$ cat config.mk
export PLATFORM = sky130hd
export DESIGN_NAME = rot_fetch_agen
export DESIGN_NICKNAME = d
export VERILOG_FILES = /design/src/rtl/rfa_pkg.sv /design/src/rtl/rfa_geom.sv /design/src/rtl/rfa_walker.sv /design/src/rtl/rot_fetch_agen.sv
export SDC_FILE = /design/constraint.sdc
export NUM_CORES = 2
export LEC_CHECK = 0
export BUFFER_PORTS_ARGS = -buffer_cell sky130_fd_sc_hd__clkbuf_2
export CAP_MARGIN = 40
export CORE_MARGIN = 2
export CORE_UTILIZATION = 65
export DETAILED_ROUTE_END_ITERATION = 16
export PLACE_DENSITY = 0.84
export SYNTH_ARGS = -nofsm -noshare
export SYNTH_HDL_FRONTEND = slang
export SYNTH_HIERARCHICAL = 1
export SYNTH_SLANG_ARGS = --single-unit
$ cat constraint.sdc
create_clock -name clk_i -period 11.23 [get_ports clk_i]
set_clock_uncertainty 0.1 [all_clocks]
set_input_delay 1.6845 -clock clk_i [delete_from_list [all_inputs] [get_ports clk_i]]
set_output_delay 1.6845 -clock clk_i [all_outputs]
set_load 0.1 [all_outputs]
$ cat src/rtl/rfa_pkg.sv
package rfa_pkg;
  typedef enum logic [1:0] {
    ROT_0   = 2'd0,
    ROT_90  = 2'd1,
    ROT_180 = 2'd2,
    ROT_270 = 2'd3
  } rot_e;
endpackage

$ cat src/rtl/rfa_geom.sv
module rfa_geom
  import rfa_pkg::*;
#(
  parameter int AW      = 32,
  parameter int DIM_W   = 12,
  parameter int PITCH_W = 16,
  parameter int BPP_W   = 3,
  localparam int CW     = DIM_W + 1,
  localparam int RW     = DIM_W + 2
) (
  input  logic               clk_i,
  input  logic               rst_ni,
  input  logic               calc_i,
  input  rot_e               rot_i,
  input  logic               chroma_i,
  input  logic [1:0]         hsh_i,
  input  logic [1:0]         vsh_i,
  input  logic [DIM_W-1:0]   x_i,
  input  logic [DIM_W-1:0]   y_i,
  input  logic [DIM_W-1:0]   cx_i,
  input  logic [DIM_W-1:0]   cy_i,
  input  logic [DIM_W-1:0]   w_i,
  input  logic [DIM_W-1:0]   h_i,
  input  logic [BPP_W-1:0]   bpp_i,
  input  logic [PITCH_W-1:0] pitch_i,
  input  logic [AW-1:0]      poff_i,
  output logic               done_o,
  output logic               err_o,
  output logic [AW-1:0]      start_o,
  output logic [AW-1:0]      xstride_o,
  output logic [AW-1:0]      pstride_o,
  output logic [CW-1:0]      ppl_o,
  output logic [CW-1:0]      lines_o
);
  // stage 1: rows, columns, counts, stride multiplier
  logic [1:0]       hs, vs;
  logic [DIM_W-1:0] wm1, hm1;
  logic [RW-1:0]    xa, ya, row_d, col_d;
  logic [CW-1:0]    ppl_d, lines_d;
  logic [AW-1:0]    k_d;
  logic             bad_d;

  always_comb begin
    hs  = chroma_i ? hsh_i : 2'd0;
    vs  = chroma_i ? vsh_i : 2'd0;
    wm1 = w_i - DIM_W'(1);
    hm1 = h_i - DIM_W'(1);
    xa  = RW'(cx_i) + RW'(x_i);
    ya  = RW'(cy_i) + RW'(y_i);
    unique case (rot_i)
      ROT_180: begin
        row_d   = (ya + RW'(hm1)) >> vs;
        col_d   = (xa + RW'(wm1)) >> hs;
        k_d     = AW'(wm1 >> hs) - AW'(1);
        ppl_d   = CW'(wm1 >> hs) + CW'(1);
        lines_d = CW'(hm1 >> vs) + CW'(1);
      end
      ROT_90: begin
        row_d   = (ya + RW'(wm1)) >> vs;
        col_d   = xa >> hs;
        k_d     = AW'(wm1 >> vs);
        ppl_d   = CW'(wm1 >> vs) + CW'(1);
        lines_d = CW'(h_i >> hs);
      end
      ROT_270: begin
        row_d   = ya >> vs;
        col_d   = (xa + RW'(hm1)) >> hs;
        k_d     = AW'(wm1 >> vs);
        ppl_d   = CW'(wm1 >> vs) + CW'(1);
        lines_d = CW'(hm1 >> hs) + CW'(1);
      end
      default: begin
        row_d   = ya >> vs;
        col_d   = xa >> hs;
        k_d     = AW'(w_i >> hs);
        ppl_d   = CW'(w_i >> hs);
        lines_d = CW'(h_i >> vs);
      end
    endcase
    bad_d = (bpp_i == '0) || (w_i == '0) || (h_i == '0) ||
            (ppl_d == '0) || (lines_d == '0);
  end

  logic          s1_v, s1_bad;
  logic [RW-1:0] row_q, col_q;
  logic [AW-1:0] k_q;
  logic [CW-1:0] ppl_q, lines_q;

  always_ff @(posedge clk_i or negedge rst_ni) begin
    if (!rst_ni) begin
      s1_v    <= 1'b0;
      s1_bad  <= 1'b0;
      row_q   <= '0;
      col_q   <= '0;
      k_q     <= '0;
      ppl_q   <= '0;
      lines_q <= '0;
    end else begin
      s1_v <= calc_i;
      if (calc_i) begin
        s1_bad  <= bad_d;
        row_q   <= row_d;
        col_q   <= col_d;
        k_q     <= k_d;
        ppl_q   <= ppl_d;
        lines_q <= lines_d;
      end
    end
  end

  // stage 2: products and strides
  logic [AW-1:0] bpp_w, pitch_w, st_d, xs_d, ps_d;
  always_comb begin
    bpp_w   = AW'(bpp_i);
    pitch_w = AW'(pitch_i);
    st_d    = AW'(row_q) * pitch_w + AW'(col_q) * bpp_w + poff_i;
    unique case (rot_i)
      ROT_180: begin
        xs_d = k_q * bpp_w - pitch_w;
        ps_d = '0 - (bpp_w << 1);
      end
      ROT_90: begin
        xs_d = k_q * pitch_w;
        ps_d = '0 - pitch_w - bpp_w;
      end
      ROT_270: begin
        xs_d = '0 - k_q * pitch_w - (bpp_w << 1);
        ps_d = pitch_w - bpp_w;
      end
      default: begin
        xs_d = pitch_w - k_q * bpp_w;
        ps_d = '0;
      end
    endcase
  end

  always_ff @(posedge clk_i or negedge rst_ni) begin
    if (!rst_ni) begin
      done_o    <= 1'b0;
      err_o     <= 1'b0;
      start_o   <= '0;
      xstride_o <= '0;
      pstride_o <= '0;
      ppl_o     <= '0;
      lines_o   <= '0;
    end else begin
      done_o <= s1_v && !s1_bad;
      err_o  <= s1_v && s1_bad;
      if (s1_v && !s1_bad) begin
        start_o   <= st_d;
        xstride_o <= xs_d;
        pstride_o <= ps_d;
        ppl_o     <= ppl_q;
        lines_o   <= lines_q;
      end
    end
  end
endmodule

$ cat src/rtl/rfa_walker.sv
module rfa_walker #(
  parameter int AW    = 32,
  parameter int BPP_W = 3,
  parameter int CW    = 13
) (
  input  logic             clk_i,
  input  logic             rst_ni,
  input  logic             load_i,
  input  logic [AW-1:0]    base_i,
  input  logic [AW-1:0]    start_i,
  input  logic [AW-1:0]    xstride_i,
  input  logic [AW-1:0]    pstride_i,
  input  logic [BPP_W-1:0] bpp_i,
  input  logic [CW-1:0]    ppl_i,
  input  logic [CW-1:0]    lines_i,
  input  logic             ready_i,
  output logic             valid_o,
  output logic [AW-1:0]    addr_o,
  output logic             last_o,
  output logic             fin_o
);
  logic [CW-1:0] pix_q, line_q;
  logic          line_end, plane_end, fire;

  assign line_end  = (pix_q == ppl_i - CW'(1));
  assign plane_end = line_end && (line_q == lines_i - CW'(1));
  assign fire      = valid_o && ready_i;
  assign last_o    = valid_o && plane_end;
  assign fin_o     = fire && plane_end;

  always_ff @(posedge clk_i or negedge rst_ni) begin
    if (!rst_ni) begin
      valid_o <= 1'b0;
      addr_o  <= '0;
      pix_q   <= '0;
      line_q  <= '0;
    end else if (load_i) begin
      valid_o <= 1'b1;
      addr_o  <= base_i + start_i;
      pix_q   <= '0;
      line_q  <= '0;
    end else if (fire) begin
      if (plane_end) begin
        valid_o <= 1'b0;
      end else if (line_end) begin
        addr_o <= addr_o + AW'(bpp_i) + xstride_i;
        pix_q  <= '0;
        line_q <= line_q + CW'(1);
      end else begin
        addr_o <= addr_o + AW'(bpp_i) + pstride_i;
        pix_q  <= pix_q + CW'(1);
      end
    end
  end
endmodule

$ cat src/rtl/rot_fetch_agen.sv
module rot_fetch_agen
  import rfa_pkg::*;
#(
  parameter int AW      = 32,
  parameter int DIM_W   = 12,
  parameter int PITCH_W = 16,
  parameter int BPP_W   = 3
) (
  input  logic               clk_i,
  input  logic               rst_ni,
  input  logic               start_i,
  input  logic [1:0]         rot_i,
  input  logic [1:0]         plane_idx_i,
  input  logic [1:0]         hsub_sh_i,
  input  logic [1:0]         vsub_sh_i,
  input  logic [DIM_W-1:0]   src_x_i,
  input  logic [DIM_W-1:0]   src_y_i,
  input  logic [DIM_W-1:0]   clip_x_i,
  input  logic [DIM_W-1:0]   clip_y_i,
  input  logic [DIM_W-1:0]   width_i,
  input  logic [DIM_W-1:0]   height_i,
  input  logic [BPP_W-1:0]   bpp_i,
  input  logic [PITCH_W-1:0] pitch_i,
  input  logic [AW-1:0]      base_i,
  input  logic [AW-1:0]      plane_off_i,
  output logic               done_o,
  output logic               err_o,
  output logic [AW-1:0]      start_off_o,
  output logic [AW-1:0]      xstride_o,
  output logic [AW-1:0]      pstride_o,
  output logic               valid_o,
  input  logic               ready_i,
  output logic [AW-1:0]      addr_o,
  output logic               last_o
);
  localparam int CW = DIM_W + 1;

  logic               busy_q, calc_q, accept, fin;
  rot_e               rot_q;
  logic               chroma_q;
  logic [1:0]         hsh_q, vsh_q;
  logic [DIM_W-1:0]   x_q, y_q, cx_q, cy_q, w_q, h_q;
  logic [BPP_W-1:0]   bpp_q;
  logic [PITCH_W-1:0] pitch_q;
  logic [AW-1:0]      base_q, poff_q;
  logic [CW-1:0]      ppl, lines;

  assign accept = start_i && !busy_q;

  always_ff @(posedge clk_i or negedge rst_ni) begin
    if (!rst_ni) begin
      busy_q   <= 1'b0;
      calc_q   <= 1'b0;
      rot_q    <= ROT_0;
      chroma_q <= 1'b0;
      hsh_q    <= '0;
      vsh_q    <= '0;
      x_q      <= '0;
      y_q      <= '0;
      cx_q     <= '0;
      cy_q     <= '0;
      w_q      <= '0;
      h_q      <= '0;
      bpp_q    <= '0;
      pitch_q  <= '0;
      base_q   <= '0;
      poff_q   <= '0;
    end else begin
      calc_q <= accept;
      if (accept) begin
        busy_q   <= 1'b1;
        rot_q    <= rot_e'(rot_i);
        chroma_q <= (plane_idx_i != 2'd0);
        hsh_q    <= hsub_sh_i;
        vsh_q    <= vsub_sh_i;
        x_q      <= src_x_i;
        y_q      <= src_y_i;
        cx_q     <= clip_x_i;
        cy_q     <= clip_y_i;
        w_q      <= width_i;
        h_q      <= height_i;
        bpp_q    <= bpp_i;
        pitch_q  <= pitch_i;
        base_q   <= base_i;
        poff_q   <= plane_off_i;
      end else if (err_o || fin) begin
        busy_q <= 1'b0;
      end
    end
  end

  rfa_geom #(
    .AW(AW), .DIM_W(DIM_W), .PITCH_W(PITCH_W), .BPP_W(BPP_W)
  ) u_geom (
    .clk_i     (clk_i),
    .rst_ni    (rst_ni),
    .calc_i    (calc_q),
    .rot_i     (rot_q),
    .chroma_i  (chroma_q),
    .hsh_i     (hsh_q),
    .vsh_i     (vsh_q),
    .x_i       (x_q),
    .y_i       (y_q),
    .cx_i      (cx_q),
    .cy_i      (cy_q),
    .w_i       (w_q),
    .h_i       (h_q),
    .bpp_i     (bpp_q),
    .pitch_i   (pitch_q),
    .poff_i    (poff_q),
    .done_o    (done_o),
    .err_o     (err_o),
    .start_o   (start_off_o),
    .xstride_o (xstride_o),
    .pstride_o (pstride_o),
    .ppl_o     (ppl),
    .lines_o   (lines)
  );

  rfa_walker #(
    .AW(AW), .BPP_W(BPP_W), .CW(CW)
  ) u_walk (
    .clk_i     (clk_i),
    .rst_ni    (rst_ni),
    .load_i    (done_o),
    .base_i    (base_q),
    .start_i   (start_off_o),
    .xstride_i (xstride_o),
    .pstride_i (pstride_o),
    .bpp_i     (bpp_q),
    .ppl_i     (ppl),
    .lines_i   (lines),
    .ready_i   (ready_i),
    .valid_o   (valid_o),
    .addr_o    (addr_o),
    .last_o    (last_o),
    .fin_o     (fin)
  );
endmodule

==> metrics.txt <==
Ys Warns=6; crit path time final=9.511 ns; CTS max path bufs=3; max-slew violation count=0; critical path required time=11.62 ns; row cnt=108; CTS sink count=412; total of cells resized after clock tree synthesis=0; filler instances=between 6000 and 7000; reg-to-reg setup timing slack=1.72 ns; max cap viols=0; Post-Syn Instances=6524; final period utilization=between 80% and 90%; Initial Util=65.45%; Max-slew headroom=a little under a third; commonest non-fill, non-tap cell in the layout=nand2_1; maximum clock frequency=0.1051 GHz; GPL Wtd Cong=approximately 1.1; global route total overflow=0; Reg clk slew, reported paths=0.06 ns; Distinct cells, synth=109; DRT iter0 DRCs=5098; worst hold endpoint=u_geom/lines_o[8]; Crit Path Category=reg -> reg; DPL Wire Length=approximately 150000 um; die height=299.3 um; Reg area=10310 um2; crit end category=register; most frequent CP cell=fa_1; outcome=finished clean; drt wl/cell=about 24 um; nature of the critical path startpoint=register; area of the multi-input gates=between 40000 and 50000 um2; r2r worst-path depth=32; reg2reg start=u_geom/k_q[28]; area share of the largest cell type after synthesis=20.20%; Detailed Routing Iterations Pass 1=6; CTS buffer count=between 50 and 60; initial antenna violation count=13; syn_nets=7657; Core Area=86620 um2; I/O pins=around 300; Hold Fails Final Rpt=0; global-route wire length before repair=291700 um; H-tree levels=2; Clock Latency Late Sink=0.66 ns; worst hold path depth=2; post-synthesis sequential area ratio=between 10% and 20%; synth top area cells=fa_1 (20%), dfrtp_1 (18%), ha_1 (8.7%); worst slew pin tran=1.042 ns; Setup TNS Final=0 ns; nets=7749; DRC Markers=0; Post-synth top flop=dfrtp_1; hold path startpoint=u_geom/lines_q[8]; gr usage total=42.54%; CTS tree=built; post-synthesis area per instance=8.690 um2; final WL=191000 um; Layout Area Growth over Synthesis=6.958%; Hold WC Path Type=reg -> reg; vias in the first global route=49940; ANT nets after route=0; Critical R2R Capture=u_geom/xstride_o[26]; Die X=299.3 um; CTS hold repair buffers=0; share of layout cells above drive strength 1=a little under an eighth; ys async rst share=100.0%; CP max stage cell=dfrtp_1; vias per inst=6.360; synthesized flop and latch total=between 400 and 500; die area=89600 um2; Data arrival, critical path=9.90 ns; most frequent cells in the layout=nand2_1 (863), inv_1 (850), fa_1 (572); RSZ-0062 raised after global routing=false; port bufs=around 300; number of flops mapped to enable cells by yosys=0; Finish-stage setup viols=0; via count=49700; number of setup buffers added after CTS=0; CP peak stage delay=0.84 ns; crit-path max FO=12; largest net degree at the start of global routing=163; CTS root buf=clkbuf_16; Yosys top cell by area=fa_1; Post-Syn Area=56700 um2
-- cell usage after synthesis, types with 34 or more instances --
cell type / n
nand2_1: 863
inv_1: 850
fa_1: 572
dfrtp_1: 412
ha_1: 394
nor2_1: 369
a21oi_1: 326
clkbuf_1: 265
xnor2_1: 259
o21ai_0: 251
and2_1: 232
mux2_4: 157
xor2_1: 131
nand3_1: 116
a21o_1: 112
mux2i_1: 105
nor3_1: 101
mux2_2: 68
a31oi_1: 49
a211oi_1: 48
o211ai_1: 46
o21a_1: 46
and3_1: 45
nand2b_1: 39
buf_1: 37
a221oi_1: 34
or3_1: 34
-- kinds of logic after synthesis --
| family | Yosys count | synth area share [%] |
|---|---|---|
| xor gates and xnor gates | 393 | 6.122 |
| DFF | 412 | 18.18 |
| AOI/OAI and AO/OA | 1203 | 13.74 |
| and+or+nand+nor | 1994 | 16.50 |
| muxes | 343 | 7.859 |
| adders and majority gates | 967 | 28.91 |
| buffers and inverters | 1212 | 8.686 |
-- per-layer routing --
layer / global-route usage, % / part of all wire, %
met1: 54.22 / 38
met3: 11.31 / 11
met5: 0 / 0.056
met4: 23.17 / 6.6
met2: 66.31 / 44
-- cell type report --
cell class	instances	area share (%)
Antenna cell	6	0.02476
Timing Repair Buffer	387	3.811
Multi-Input combinational cell	4900	68.42
Clock buffer	62	2.274
Clock inverter	29	0.7325
Inverter	864	5.348
Tap cell	1155	2.383
Sequential cell	412	17.01
-- worst max-delay path, delay by kind of cell, from the launching register on --
| family | cells | cell delay, ns |
|---|---|---|
| AOI/OAI and AO/OA | 9 | 2.03 |
| xor gates and xnor gates | 2 | 0.25 |
| adders and majority gates | 8 | 3.56 |
| buffers and inverters | 5 | 0.80 |
| DFF | 1 | 0.84 |
| muxes | 1 | 0.26 |
| and+or+nand+nor | 7 | 1.50 |
-- how the worst max path moves through the flow --
stage	from	endpoint	slack [ns]	cells after the start
final	u_geom/k_q[28]	u_geom/xstride_o[26]	1.72	32
after global routing	u_geom/k_q[28]	u_geom/xstride_o[26]	1.20	32
after CTS	u_geom/k_q[28]	u_geom/xstride_o[26]	1.93	32
after detailed placement	u_geom/k_q[28]	u_geom/xstride_o[26]	2.00	32
after global placement	u_geom/k_q[28]	u_geom/xstride_o[26]	2.13	32
after floorplan	pitch_q[3]	u_geom/xstride_o[26]	2.81	36
-- sequential cells by signal (all words and copies together), names as in the netlist, 13 cells and up --
name,cells
u_geom/lines_q,13
u_geom/k_q,23
u_walk/addr_o,32
u_geom/start_o,32
u_geom/xstride_o,32
poff_q,32
u_geom/col_q,14
u_geom/row_q,14
u_geom/ppl_o,13
u_walk/pix_q,13
u_walk/line_q,13
u_geom/lines_o,13
u_geom/ppl_q,13
pitch_q,16
base_q,32
u_geom/pstride_o,18
-- metrics by stage --
stage | hold slack (ns) | worst slack [ns] | utilization, % | instance area, um2 | std cells
after floorplan | 0.3140 | 2.805 | - | 56700 | 6524
after global placement | 0.3475 | 2.130 | 67.62 | 58570 | 7703
after detailed placement | 0.3565 | 2.000 | 67.89 | 58800 | 7718
after CTS | 0.3714 | 1.928 | 69.99 | 60630 | 7809
after global routing | 0.3911 | 1.203 | 69.99 | 60630 | 7809
final | 0.3689 | 1.719 | 70.01 | 60640 | 7815
Power is left out: the tool's default activity adds up to more than one toggle a clock period on the data nets, which glitch-free logic cannot reach.
